==> src/rtl/tcc_pkg.sv <==
package tcc_pkg;

  typedef enum logic [2:0] {
    MD_ONESHOT = 3'd0,
    MD_RETRIG  = 3'd1,
    MD_RATE    = 3'd2,
    MD_SQUARE  = 3'd3,
    MD_SWSTB   = 3'd4,
    MD_HWSTB   = 3'd5
  } tcc_mode_e;

  // Codes 6 and 7 fold onto the periodic modes.
  function automatic tcc_mode_e fold_mode(input logic [2:0] raw);
    case (raw)
      3'd6:    return MD_RATE;
      3'd7:    return MD_SQUARE;
      default: return tcc_mode_e'(raw);
    endcase
  endfunction

  function automatic logic gate_restarts(input tcc_mode_e m);
    return (m == MD_RETRIG) || (m == MD_RATE) || (m == MD_SQUARE) || (m == MD_HWSTB);
  endfunction

  // Modes whose count ignores the gate level.
  function automatic logic gate_level_free(input tcc_mode_e m);
    return (m == MD_RETRIG) || (m == MD_HWSTB);
  endfunction

  function automatic logic is_periodic(input tcc_mode_e m);
    return (m == MD_RATE) || (m == MD_SQUARE);
  endfunction

  function automatic logic is_strobe(input tcc_mode_e m);
    return (m == MD_SWSTB) || (m == MD_HWSTB);
  endfunction

endpackage

==> src/rtl/tcc_setup.sv <==
module tcc_setup
  import tcc_pkg::*;
#(
  parameter int CW = 16
) (
  input  logic          clk,
  input  logic          rst_n,
  input  logic          load_stb,
  input  logic [CW-1:0] load_val,
  input  logic [2:0]    mode_sel,
  input  logic          gate,
  output tcc_mode_e     load_mode,
  output tcc_mode_e     mode_q,
  output logic [CW-1:0] init_q,
  output logic          gate_rise
);

  logic gate_q;

  assign load_mode = fold_mode(mode_sel);
  assign gate_rise = gate && !gate_q;

  always_ff @(posedge clk or negedge rst_n) begin
    if (!rst_n) begin
      mode_q <= MD_ONESHOT;
      init_q <= '0;
      gate_q <= 1'b0;
    end else begin
      gate_q <= gate;
      if (load_stb) begin
        mode_q <= load_mode;
        init_q <= load_val;
      end
    end
  end

  // alias codes land on the periodic modes
  a_r11_alias_fold: assert property (@(posedge clk) disable iff (!rst_n)
    load_stb && (mode_sel[2:1] == 2'b11)
    |=> mode_q == ($past(mode_sel[0]) ? MD_SQUARE : MD_RATE));

endmodule

==> src/rtl/tcc_count_core.sv <==
module tcc_count_core
  import tcc_pkg::*;
#(
  parameter int CW = 16
) (
  input  logic          clk,
  input  logic          rst_n,
  input  logic          load_stb,
  input  logic [CW-1:0] load_val,
  input  tcc_mode_e     load_mode,
  input  tcc_mode_e     mode_q,
  input  logic [CW-1:0] init_q,
  input  logic          gate,
  input  logic          gate_rise,
  input  logic          tick_en,
  input  logic          out_q,
  output logic [CW-1:0] count_q,
  output logic          restart,
  output logic          step,
  output logic          ev_zero,
  output logic          ev_near,
  output logic          ev_reload,
  output logic          ev_half
);

  localparam logic [CW-1:0] ONE = CW'(1);
  localparam logic [CW-1:0] TWO = CW'(2);

  logic [CW-1:0] cnt_nx;

  // Start of a half-phase; odd square-wave counts are skewed toward high.
  function automatic logic [CW-1:0] phase_start(input tcc_mode_e m,
                                                 input logic [CW-1:0] n,
                                                 input logic hi);
    if (m == MD_SQUARE && n[0])
      return hi ? (n + ONE) : (n - ONE);
    return n;
  endfunction

  assign restart = gate_rise && gate_restarts(mode_q) && !load_stb;
  assign step    = tick_en && !load_stb && !restart &&
                   (gate || gate_level_free(mode_q));

  always_comb begin
    cnt_nx    = count_q;
    ev_zero   = 1'b0;
    ev_near   = 1'b0;
    ev_reload = 1'b0;
    ev_half   = 1'b0;
    if (load_stb) begin
      cnt_nx = phase_start(load_mode, load_val, 1'b1);
    end else if (restart) begin
      cnt_nx = phase_start(mode_q, init_q, 1'b1);
    end else if (step) begin
      case (mode_q)
        MD_RATE: begin
          if (count_q == ONE) begin
            cnt_nx    = init_q;
            ev_reload = 1'b1;
          end else begin
            cnt_nx  = count_q - ONE;
            ev_near = (count_q == TWO);
          end
        end
        MD_SQUARE: begin
          if (count_q == TWO) begin
            cnt_nx  = phase_start(mode_q, init_q, !out_q);
            ev_half = 1'b1;
          end else begin
            cnt_nx = count_q - TWO;
          end
        end
        default: begin
          cnt_nx  = count_q - ONE;
          ev_zero = (count_q == ONE);
        end
      endcase
    end
  end

  always_ff @(posedge clk or negedge rst_n) begin
    if (!rst_n) count_q <= '0;
    else        count_q <= cnt_nx;
  end

  // no tick, no load, no gate edge -> count holds
  a_r2_hold_idle: assert property (@(posedge clk) disable iff (!rst_n)
    !tick_en && !load_stb && !gate_rise |=> $stable(count_q));

  // gate low freezes periodic modes
  a_r12_gate_low_freeze: assert property (@(posedge clk) disable iff (!rst_n)
    is_periodic(mode_q) && !gate && !load_stb |=> $stable(count_q));

  // one-shot family wraps past zero
  a_r9_wrap_past_zero: assert property (@(posedge clk) disable iff (!rst_n)
    !is_periodic(mode_q) && step && (count_q == '0) |=> count_q == '1);

  // gate edge in modes 0/4 with no tick leaves the count alone
  a_r10_no_restart: assert property (@(posedge clk) disable iff (!rst_n)
    (mode_q == MD_ONESHOT || mode_q == MD_SWSTB) && gate_rise && !load_stb && !tick_en
    |=> $stable(count_q));

endmodule

==> src/rtl/tcc_out_ctl.sv <==
module tcc_out_ctl
  import tcc_pkg::*;
#(
  parameter int CW = 16
) (
  input  logic          clk,
  input  logic          rst_n,
  input  logic          load_stb,
  input  tcc_mode_e     load_mode,
  input  tcc_mode_e     mode_q,
  input  logic          gate,
  input  logic          restart,
  input  logic          step,
  input  logic          ev_zero,
  input  logic          ev_near,
  input  logic          ev_reload,
  input  logic          ev_half,
  input  logic [CW-1:0] count_q,
  output logic          out_q
);

  logic armed_q;

  always_ff @(posedge clk or negedge rst_n) begin
    if (!rst_n) begin
      out_q   <= 1'b1;
      armed_q <= 1'b0;
    end else if (load_stb) begin
      out_q   <= (load_mode != MD_ONESHOT);
      armed_q <= (load_mode == MD_ONESHOT) || (load_mode == MD_SWSTB);
    end else if (restart) begin
      out_q <= (mode_q != MD_RETRIG);
      if (mode_q == MD_RETRIG || mode_q == MD_HWSTB) armed_q <= 1'b1;
    end else if (is_periodic(mode_q) && !gate) begin
      out_q <= 1'b1;
    end else if (step) begin
      case (mode_q)
        MD_ONESHOT, MD_RETRIG: begin
          if (armed_q && ev_zero) begin
            out_q   <= 1'b1;
            armed_q <= 1'b0;
          end
        end
        MD_SWSTB, MD_HWSTB: begin
          if (armed_q && ev_zero) begin
            out_q   <= 1'b0;
            armed_q <= 1'b0;
          end else begin
            out_q <= 1'b1;
          end
        end
        MD_RATE: begin
          if (ev_near)        out_q <= 1'b0;
          else if (ev_reload) out_q <= 1'b1;
        end
        MD_SQUARE: begin
          if (ev_half) out_q <= !out_q;
        end
        default: out_q <= out_q;
      endcase
    end
  end

  // mode 0 load drops the output
  a_r3_load_low: assert property (@(posedge clk) disable iff (!rst_n)
    load_stb && (load_mode == MD_ONESHOT) |=> !out_q);

  // any other load leaves the output high
  a_r13_load_high: assert property (@(posedge clk) disable iff (!rst_n)
    load_stb && (load_mode != MD_ONESHOT) |=> out_q);

  // strobe lasts a single tick
  a_r7_strobe_one_tick: assert property (@(posedge clk) disable iff (!rst_n)
    is_strobe(mode_q) && !out_q && step |=> out_q);

  // rate output is low only at count 1
  a_r5_low_at_one: assert property (@(posedge clk) disable iff (!rst_n)
    (mode_q == MD_RATE) && !out_q |-> count_q == CW'(1));

  // square wave flips when a half-phase ends
  a_r6_flip_at_two: assert property (@(posedge clk) disable iff (!rst_n)
    (mode_q == MD_SQUARE) && step && (count_q == CW'(2)) |=> out_q != $past(out_q));

endmodule

==> src/rtl/tcc_channel.sv <==
module tcc_channel
  import tcc_pkg::*;
#(
  parameter int CW = 16
) (
  input  logic          clk,
  input  logic          rst_n,
  input  logic          tick_en,
  input  logic          gate,
  input  logic          load_stb,
  input  logic [CW-1:0] load_val,
  input  logic [2:0]    mode_sel,
  output logic          out_q,
  output logic [CW-1:0] count_q
);

  tcc_mode_e     load_mode;
  tcc_mode_e     mode_q;
  logic [CW-1:0] init_q;
  logic          gate_rise;
  logic          restart;
  logic          step;
  logic          ev_zero;
  logic          ev_near;
  logic          ev_reload;
  logic          ev_half;

  tcc_setup #(.CW(CW)) setup_i (
    .clk       (clk),
    .rst_n     (rst_n),
    .load_stb  (load_stb),
    .load_val  (load_val),
    .mode_sel  (mode_sel),
    .gate      (gate),
    .load_mode (load_mode),
    .mode_q    (mode_q),
    .init_q    (init_q),
    .gate_rise (gate_rise)
  );

  tcc_count_core #(.CW(CW)) core_i (
    .clk       (clk),
    .rst_n     (rst_n),
    .load_stb  (load_stb),
    .load_val  (load_val),
    .load_mode (load_mode),
    .mode_q    (mode_q),
    .init_q    (init_q),
    .gate      (gate),
    .gate_rise (gate_rise),
    .tick_en   (tick_en),
    .out_q     (out_q),
    .count_q   (count_q),
    .restart   (restart),
    .step      (step),
    .ev_zero   (ev_zero),
    .ev_near   (ev_near),
    .ev_reload (ev_reload),
    .ev_half   (ev_half)
  );

  tcc_out_ctl #(.CW(CW)) outc_i (
    .clk       (clk),
    .rst_n     (rst_n),
    .load_stb  (load_stb),
    .load_mode (load_mode),
    .mode_q    (mode_q),
    .gate      (gate),
    .restart   (restart),
    .step      (step),
    .ev_zero   (ev_zero),
    .ev_near   (ev_near),
    .ev_reload (ev_reload),
    .ev_half   (ev_half),
    .count_q   (count_q),
    .out_q     (out_q)
  );

  // a zero load arms the full-range count in the one-shot modes
  a_r1_zero_load: assert property (@(posedge clk) disable iff (!rst_n)
    load_stb && (load_val == '0) && (mode_sel == 3'd0) |=> count_q == '0 && !out_q);

endmodule

==> config.mk <==
export PLATFORM = sky130hd
export DESIGN_NAME = tcc_channel
export DESIGN_NICKNAME = d
export VERILOG_FILES = /design/src/rtl/tcc_pkg.sv /design/src/rtl/tcc_setup.sv /design/src/rtl/tcc_count_core.sv /design/src/rtl/tcc_out_ctl.sv /design/src/rtl/tcc_channel.sv
export SDC_FILE = /design/constraint.sdc
export NUM_CORES = 1
export LEC_CHECK = 0
export ABC_CLOCK_PERIOD_IN_PS = 3000
export BUFFER_PORTS_ARGS = -buffer_cell sky130_fd_sc_hd__buf_2
export CORE_AREA = 2 2 87 89
export DETAILED_ROUTE_END_ITERATION = 16
export DIE_AREA = 0 0 89 91
export GPL_TIMING_DRIVEN = 0
export PLACE_DENSITY = 0.88
export SLEW_MARGIN = 15
export SYNTH_ARGS = -nofsm -noshare
export SYNTH_HDL_FRONTEND = slang
export SYNTH_SLANG_ARGS = --single-unit
==> constraint.sdc <==
create_clock -name clk -period 3 [get_ports clk]
set_clock_uncertainty 0.15 [all_clocks]
set_input_delay 0.6 -clock clk [delete_from_list [all_inputs] [get_ports clk]]
set_output_delay 0.6 -clock clk [all_outputs]
set_load 0.01 [all_outputs]
Word-level counts from Yosys, hierarchy flattened --
Cells that the tools add are included.
Storage, ports and cells: RAM bits 0, latch bits 0, output and inout port bits 17, memories kept 0, bits in read-only memories 0, register bits 38
Operators by class: reductions and logical operators 36, bitwise operators 0, mux-type cells 60, $lt $le $gt $ge 0, multipliers 0, eq/ne operators 17, divide/modulo/power cells 0, add/sub/neg operators 5, shift-type cells 0
Operator list (number):
- $mux 16 | 12
- $mux 1 | 45
- $add 16x1->16 const B | 2
- $pmux 16 s2 | 1
- $sub 16x1->16 const B | 2
- $eq 16x1->1 const B | 1
- $eq 16x2->1 const B | 1
- $sub 16x2->16 const B | 1
- $eq 3x3->1 const B | 5
- $reduce_bool 3->1 | 4
- $logic_and 1x1->1 | 10
- $reduce_and 5->1 | 2
- $eq 3x2->1 const B | 3
- $logic_or 1x1->1 | 7
- $reduce_bool 7->1 | 1
- $logic_not 3->1 | 2
- $ne 3x3->1 const B | 2
- $ne 6x2->1 const B | 1
- $pmux 3 s2 | 1
- $reduce_or 2->1 | 3
- $logic_not 1->1 | 5
- $ne 5x2->1 const B | 1
- $ne 5x3->1 const B | 1
- $pmux 1 s4 | 1
- other kinds (4) | 4

Depth between registers and ports, before layout --
Gate-level depths: netlist (run 1).
depth after elaboration 19, depth in mapped cells 9, depth with buffers taken out 8

Cells and area by module --
Synthesis (run 1) repeated with hierarchy kept, for this count alone.
Second synthesis, totals: cell total of the unflattened synthesis 559, area total of the unflattened synthesis 4483.0 um^2
By module, submodules not included:
- tcc_count_core | cells each 481, seq. area each 400.4 um^2, times used 1, area each 3408.3 um^2
- tcc_setup | cells each 45, seq. area each 500.5 um^2, times used 1, area each 803.3 um^2
- tcc_out_ctl | cells each 33, seq. area each 51.3 um^2, times used 1, area each 271.5 um^2

Least setup slack after synthesis (run 1) --
OpenSTA, ideal clock, no wires.
path type reg-to-reg, start reg core_i.count_q[1], end reg core_i.count_q[10], arrival time 2.268 ns, slack 0.445 ns, cell stages (with the launch flop) 9, required time 2.713 ns, path through dfrtp_1 > inv_1 > ha_1 > nor3b_2 > nand3_1 > a221o_1 > a221o_1 > a222oi_1 > o32ai_1
Between the ends: word-level cells in the longest chain between the ends 6, elaborated cells between the ends (all ways) 10
Ends and longest elaborated chain:
- from (decl) | line tcc_count_core.sv:17 | output logic [CW-1:0] count_q,
- from (signal assigned) | line tcc_count_core.sv:83 | else count_q <= cnt_nx;
- $sub 16x2->16, or another cell as far along | line tcc_count_core.sv:70 | cnt_nx = count_q - TWO;
- $mux 16, on equally long branches | line tcc_count_core.sv:66, tcc_count_core.sv:57
- $pmux 16 s2 (*) | line tcc_count_core.sv:55 | case (mode_q)
- $mux 16 (*) | line tcc_count_core.sv:54 | end else if (step) begin
- $mux 16 (*) | line tcc_count_core.sv:52 | end else if (restart) begin
- $mux 16 (*) | line tcc_count_core.sv:50 | if (load_stb) begin
Mark *: on every way between the ends. The rest lies on a longest branch, timed or not. The select of a mux whose other input is x is not followed. A chain may end at the register's enable or synchronous reset.

Final worst setup path (run 1) --
Ends and elaborated chain as after synthesis.

==> results of run 1 <==
## metal layers
| layer | vias to the layer above | GRT usage | part of all wire |
|---|---|---|---|
| met5 | - | 0 | 0 |
| li1 | 2136 | - | - |
| met1 | 2221 | 0.5312 | 0.40 |
| met2 | 349 | 0.5678 | 0.45 |
| met4 | 0 | 0.09204 | 0.035 |
| met3 | 60 | 0.06545 | 0.11 |
## power groups by stage
stage               clock network (uW)  registers, uW  logic [uW]
floorplan                            0            661         577
global placement                     0            654         830
detailed placement                   0            656         839
CTS                                458            647         847
global route                       478            661         960
finish                             455            650         891
## layout make-up
class / count / share of cell area
plain buffers: 47 / 0.05115
clock buffers: 5 / 0.01443
clock inverters: 3 / 0.008395
inverters: 17 / 0.01338
multi-input cells: 439 / 0.6320
flip-flops and latches: 38 / 0.1996
well taps: 99 / 0.02597
repair buffers: 48 / 0.05509
## cell usage after synthesis (all sizes together), types with 4 or more instances
| master | instances | area [sq um] |
|---|---|---|
| and4 | 4 | 35.03 |
| a221oi | 7 | 61.31 |
| nor3b | 7 | 57.55 |
| mux2 | 12 | 135.1 |
| nand2 | 50 | 187.7 |
| dfrtp | 37 | 925.9 |
| and3 | 5 | 31.28 |
| o31ai | 5 | 37.54 |
| ha | 8 | 100.1 |
| buf | 23 | 148.9 |
| o21ai | 29 | 145.1 |
| nor2 | 40 | 152.6 |
| o211ai | 8 | 60.06 |
| nand4 | 18 | 125.1 |
| a21oi | 26 | 133.9 |
| nor4 | 18 | 157.7 |
| a2bb2oi | 5 | 43.79 |
| xnor2 | 31 | 271.5 |
| mux2i | 4 | 40.04 |
| or4 | 6 | 48.80 |
| nand3b | 6 | 45.04 |
| xor2 | 24 | 210.2 |
| inv | 16 | 60.06 |
| nand3 | 23 | 120.1 |
| nor3 | 19 | 106.4 |
| o32ai | 5 | 43.79 |
| a211oi | 7 | 52.55 |
| nor2b | 4 | 25.02 |
| o22ai | 11 | 68.82 |
| clkbuf | 24 | 95.09 |
## cells by family (layout without fill, tap and decap cells)
logic type,count (synthesis),in the layout,share of synthesized area
xor gates and xnor gates,55,55,0.1135
DFF,38,38,0.2244
muxes,16,16,0.04127
adders and majority gates,8,8,0.02359
buffers and inverters,64,120,0.07252
AOI/OAI and AO/OA,142,142,0.2308
and+or+nand+nor,218,218,0.2939
## placed cells by master (no fill, tap or decap), types with 15 or more instances in the layout
cell type                  instances
sky130_fd_sc_hd__nand3_1          22
sky130_fd_sc_hd__clkbuf_1         20
sky130_fd_sc_hd__inv_1            15
sky130_fd_sc_hd__nand2_1          50
sky130_fd_sc_hd__xor2_1           24
sky130_fd_sc_hd__nor3_1           18
sky130_fd_sc_hd__buf_2            50
sky130_fd_sc_hd__nand4_1          16
sky130_fd_sc_hd__xnor2_1          31
sky130_fd_sc_hd__o21ai_0          25
sky130_fd_sc_hd__a21oi_1          24
sky130_fd_sc_hd__nor2_1           39
sky130_fd_sc_hd__dfrtp_1          37
## through the flow
stage,std cells,TNS (ns)
2_1_floorplan,541,0
3_3_place_gp,679,-0.09708
3_5_place_dp,679,-0.04391
4_1_cts,687,0
5_1_grt,696,0
6_report,696,0
## sequential cells by signal (all words and copies together), names as in the netlist
| name | flops |
|---|---|
| core_i.count_q | 16 |
| setup_i.init_q | 16 |
| setup_i.mode_q | 3 |
| outc_i.armed_q | 1 |
| outc_i.out_q | 1 |
| setup_i.gate_q | 1 |
## path summary, 6_finish.rpt
check                                               from                             end  slack (ns)  depth (start not counted)
setup / recovery           core_i.count_q[1]$_DFFE_PN0P_  core_i.count_q[10]$_DFFE_PN0P_        0.06                          9
hold / removal                                      gate        setup_i.gate_q$_DFF_PN0_        0.27                          1
setup reg to reg           core_i.count_q[1]$_DFFE_PN0P_  core_i.count_q[10]$_DFFE_PN0P_        0.06                          9
hold reg to reg               outc_i.armed_q$_DFFE_PN0P_      outc_i.armed_q$_DFFE_PN0P_        0.44                          2
max in group asynchronous                          rst_n  setup_i.init_q[13]$_DFFE_PN0P_        1.84                          1
min in group asynchronous                          rst_n   setup_i.mode_q[0]$_DFFE_PN0P_        0.28                          1
## what timing repair did
item,CTS,global route
pin swaps,0,2
setup buffers,0,9
hold buffers,0,0
gates cloned,0,0
setup endpoints to repair,1,15
resized for setup,1,6
==> summary by stage, run 1 <==
Global routing
Entering global routing, the biggest net connects 39 pins. The total congestion overflow after global routing is 0. The number of global-route vias before repair is between 4000 and 5000. The first-pass GRT wire length is approximately 23 mm. The initial antenna violation count was 0. Across every metal layer, demand over resource in global routing totals 0.3683.

Logic synthesis
The number of enable flip-flop cells after synthesis is 0. The number of nets in the synthesized netlist is 573. For this run, the number of Yosys warnings is 0. The fraction of the yosys area taken by sequential cells is 0.2244. The async set-or-reset flop fraction in the synthesized netlist is 1.000.

The synthesized netlist cell count is around 540. The number of library cell types mapped by synthesis is approximately 80. The register bit total from synthesis is 38.

After synthesis the cells add up to roughly 4200 sq um. The post-synthesis area per instance is between 7 and 8 sq um. The top flip-flop cell by instance count after synthesis is sky130_fd_sc_hd__dfrtp_1.

Power and ir drop
Power spread over the standard cell area amounts to between 400 and 500 nW/um^2. The worst-case vdd ir drop is between 200 and 300 uV. Of the total power, the share spent switching nets is 0.4192. The power dissipated by switching net loads is about 840 uW. The clock share of power is 0.228. Of the total power, combinational logic draws 0.446.

The standby leakage power is between 0.0015 and 0.002 uW. The total power is 1996 uW. The internal portion of total power is roughly 1200 uW. The share of total power in sequential cells is 0.326.

Floorplanning
The die is approximately 90 microns tall. The row count is 31. In this run the count of I/O pins placed on the die edge is 41. The chip width is 89 microns.

The core outline area is approximately 7000 sq um. The starting utilization of the core area is 0.5947. The die covers a little over 8000 sq um.

Cells and area
The share of final-layout standard cells stronger than drive strength 1 is 0.1893. The total inserted antenna cells is 0. The final layout contains 628 nets. In the final layout, flip-flops and latches occupy 952.2 sq um. Summing all multi-input logic gate instances after layout gives between 3000 and 4000 sq um. The post-layout instance area is 4770 sq um. The area overhead of the layout relative to synthesis is 12.38%. After filler insertion, the fill cell instance count of the layout stands at slightly below 700.

For this run, the share of the core covered by cells in the final layout is 0.6683.

Worst setup path
The data arrival time of the critical path is 2.95 ns. Counting both buffers and inverters, the worst setup path holds a total of 2. The critical path goes through inv_2 > ha_1 > nor3b_4 > buf_4 > and2_1 > a221o_1 > a221o_1 > a222oi_1 > o32ai_1.

On the critical path, the stage with the largest delay is an instance of sky130_fd_sc_hd__dfrtp_1. The maximum single-stage delay on the critical path is roughly 0.52 ns. The worst setup path is of the reg2reg kind. Data on the critical path is required at its endpoint by about 3 ns. The kind of start point of the critical path is a flip-flop.

The cell occurring most often along the worst timing path is sky130_fd_sc_hd__a221o_1. The worst setup path is captured at a flip-flop. The top fanout value on the critical path is 7.

Among cell families on the critical path, the largest total delay comes from compound AO/OA/AOI/OAI gates.

STA
The final-report hold violation count was 0. The number of max-slew violations in the final report is 0. In the finished design, the share of the clock period the worst path needs comes to 0.9806.

The worst hold margin is around 0.27 ns. The achievable frequency is 339.9 MHz. The final setup slack of the worst path is between 0.05 and 0.06 ns. Setup repair after global routing left no endpoint under its margin. Measured against its own limit, the worst slew margin works out to 0.3738. For the pin with the worst max-slew slack, the measured transition is ~0.93 ns. The minimum period implied by the final worst setup slack is 2.942 ns. Setup violations remaining at the end of the flow were counted as 0.

Clock tree
Clock tree synthesis inserted a total of 5 buffers. In this run the number of H-tree levels came out at 2. The maximum clock insertion buffer count is 2.

For the worst-skew pair, the clock arrives at the later sink with an insertion delay of 0.30 ns. Clock tree synthesis found a total of 38 sinks. The TritonCTS clock tree is built. The clock transition time at the flip-flop clock pins of the worst setup and hold paths is 0.08 ns.

The library cell used as clock root buffer is sky130_fd_sc_hd__clkbuf_8.

Place
Once detailed placement completed, the half-perimeter wirelength came to about 11 mm. The final RePlAce weighted congestion is around 1. The number of I/O port buffers is 39. Before CTS, the worst setup slack after placement is -0.04391 ns.

The cell area after placement is 4563 sq um.

Drt
The final wirelength is 14.83 mm. The per-cell via count in the routed design is between 6 and 7. The number of DRC violations after detailed routing is 0. The mean routed wirelength per cell is 21.31 microns. The number of iterations in the first detailed-routing pass is 8. The number of nets with antenna violations after routing is 0. In this run, the number of DRC markers left after iteration 0 of detailed routing was ~760. The total via count in the routed design is 4766.

Job
The number of maximum-capacitance constraint violations is 0.

Hold path
The worst hold path class is in2reg.

Status
The flow ran to the end, and the final reports show no timing, DRC or antenna violations.
(Power assumes the default switching activity.)
==> inputs of run 2 (changes only) <==
ABC_CLOCK_PERIOD_IN_PS = 3150   (was 3000)
clock period = 3.15 ns   (was 3 ns; I/O delays follow)
==> run 2 against run 1 <==
  * Hold slack better by 0.031 ns
  * Critical path type unchanged
  * Final cell count is 0.86% lower
  * Largest power group unchanged
  * Critical path depth is 1 lower
==> summary by stage, run 2 (synthesized netlist as in run 1, its figures left out) <==
Status
The run finished with clean final reports.

Global routing
The number of global-route vias before repair is approximately 4200. For this run the aggregate overflow at the end of global routing stands at 0. Entering global routing, the biggest net connects 39 pins. In the global route stage, overall resource usage came out at 0.3683. The initial antenna violation count is 0.

The first global-routing pass estimated roughly 23 mm of wire.

Worst setup path
The top fanout value on the critical path is 8. The critical path goes through inv_2 > ha_1 > nor3b_4 > nand3_1 > a221o_1 > a221o_1 > a222oi_1 > o32ai_1. The startpoint of the most critical setup path is core_i.count_q[1]$_DFFE_PN0P_. The start of the worst register-to-register path is core_i.count_q[1]$_DFFE_PN0P_.

By startpoint and endpoint, the worst setup path is classified as reg2reg. The largest single stage delay on the critical path is just under 0.5 ns. The sort of element at the end of the critical path is a flip-flop.

The cell occurring most often along the worst timing path is sky130_fd_sc_hd__a221o_1. The kind of start point of the critical path is a flip-flop. The critical path required time is around 3.2 ns. The worst reg2reg path depth is 8.

At the worst endpoint, the arrival time is 3.01 ns. On the critical path, the stage with the largest delay is an instance of sky130_fd_sc_hd__dfrtp_1. The reg-to-reg setup timing slack is about 0.15 ns. The worst register-to-register path ends at core_i.count_q[10]$_DFFE_PN0P_.

Drt
The per-cell via count in the routed design is just under 7. The final wirelength is around 15 mm. The total via count in the routed design is 4692. The number of nets with antenna violations after routing is 0. In the final routed layout, each cell accounts on average for between 20 and 25 microns. The number of DRC violations after detailed routing is 0.

The number of iterations in the first detailed-routing pass is 9. After the first detailed-routing iteration, the DRC count stood at slightly below 700.

Clock tree
The number of buffers created by CTS is 5. After clock tree synthesis, the clock-pin slew on the worst setup and hold paths is ~0.090 ns. The clock passes through at most 2 buffers. Buffers inserted to repair hold after CTS numbered 0.

The TritonCTS clock tree is built. CTS saw 38 sinks. The library cell used as clock root buffer is sky130_fd_sc_hd__clkbuf_8. The later-pin clock latency in the skew report is roughly 0.3 ns. The number of H-tree branching levels is 2.

STA
Setup repair after global routing left no endpoint under its margin. The number of max-slew violations in the final report came to 0. The achievable frequency is roughly 330 MHz. The worst pin sits at a relative slew slack of 0.3540.

The routed design could run at a clock period as short as between 3 and 4 ns. The final-report hold violation count is 0. The final setup slack of the worst path is 0.1483 ns. The final critical-path share of the clock period is 0.9529. Setup total negative slack on the finished layout was measured at 0 ns.

The worst-margin pin slew is between 0.9 and 1 ns. Setup violations remaining at the end of the flow were counted as 0.

Floorplanning
The starting utilization of the core area is 0.5947. After floorplanning, the core was sized to cover 7137 sq um. The die is about 90 microns wide. The area of the die is 8099 sq um. The vertical die dimension is approximately 91 microns. In this run the core area contains 31 standard-cell rows.

The I/O pin count is 41.

Job
Max-cap violations in this run came to 0.

Power and ir drop
The share of total power dissipated in sequential elements is 0.328. The completed layout was analyzed and its total power is about 1900 uW. In this run the static leakage power is 0.001800 uW.

The part of the total power dissipated in combinational logic is 0.441. Across the VDD grid, the largest voltage drop is around 260 uV. Of the total power, the clock network draws 0.231. Of the total power, the share spent switching nets is 0.4185. Summed over all nets, the switching power comes to a little under 800 uW. The internal power of the cells totals about 1100 uW. In this run the power density over the cells is 400.2 nW/um^2.

Place
The placed wire-length estimate is roughly 11 mm. Timing analysis after detailed placement gives a worst setup slack of 0.1016 ns. The final RePlAce weighted congestion is 0.9944. The number of I/O port buffers is 39.

Cells and area
The share of final-layout standard cells stronger than drive strength 1 is 0.1743. The largest registers in the layout are core_i.count_q: 16 flops, setup_i.init_q: 16 flops, setup_i.mode_q: 3 flops. Compared with the post-synthesis result, the final layout area differs by 10.88%. The library cells used most frequently in the layout, excluding fill and tap cells, are sky130_fd_sc_hd__nand2_1, sky130_fd_sc_hd__buf_2, sky130_fd_sc_hd__nor2_1, sky130_fd_sc_hd__dfrtp_1, sky130_fd_sc_hd__xnor2_1.

The share of the core filled with cells is 0.6594. For this run, the post-layout net count is approximately 620. The total inserted antenna cells is 0.

Hold path
The worst hold path class is in2async.
[run 2: area by class of cell]
cell class              instances  area, sq um
clock inverters                 3        40.04
clock buffers                   5        68.82
multi-input cells             439         2995
well taps                      99        123.9
inverters                      17        63.81
fillers                       693         2431
repair buffers                 42        217.7
plain buffers                  47        244.0
flip-flops and latches         38        952.2
[run 2: per-layer routing]
layer | global-route usage | share of wire | vias to the layer above
met5 | 0 | 0 | -
met4 | 0.09204 | 0.031 | 0
met3 | 0.06545 | 0.11 | 51
met2 | 0.5678 | 0.45 | 326
met1 | 0.5312 | 0.41 | 2201
li1 | - | - | 2114
[run 2: through the flow]
stage / instance area (sq um) / hold slack, ns / cells
2_1_floorplan: 4244 / 0.1844 / 541
3_3_place_gp: 4563 / 0.4196 / 679
3_5_place_dp: 4563 / 0.4225 / 679
4_1_cts: 4672 / 0.2941 / 687
5_1_grt: 4706 / 0.2991 / 690
6_report: 4706 / 0.2957 / 690
[run 2: how the worst max path moves through the flow]
stage,end,slack [ns]
2_1_floorplan,core_i.count_q[10]$_DFFE_PN0P_,0.59
3_3_place_gp,core_i.count_q[10]$_DFFE_PN0P_,0.05
3_5_place_dp,core_i.count_q[10]$_DFFE_PN0P_,0.10
4_1_cts,core_i.count_q[10]$_DFFE_PN0P_,0.08
5_1_grt,core_i.count_q[10]$_DFFE_PN0P_,0.06
6_report,core_i.count_q[10]$_DFFE_PN0P_,0.15
[run 2: timing repair]
item                       in CTS  in global routing
hold endpoints to repair        0                  0
gates resized for setup         0                  3
setup endpoints to repair       0                  4
buffers inserted                0                  3
[run 2: critical path, delay by kind of cell (launching register included)]
family,cells,cell delay [ns]
and+or+nand+nor,2,0.57
AOI/OAI and AO/OA,4,1.25
buffers and inverters,1,0.17
adders and majority gates,1,0.23
DFF,1,0.49
[run 2: power by group through the flow]
stage                     logic [uW]  registers [uW]  clock network, uW
after floorplan                  550             630                  0
after global placement           790             623                  0
after detailed placement         799             625                  0
after CTS                        804             615                437
after global routing             900             628                455
final                            831             618                434
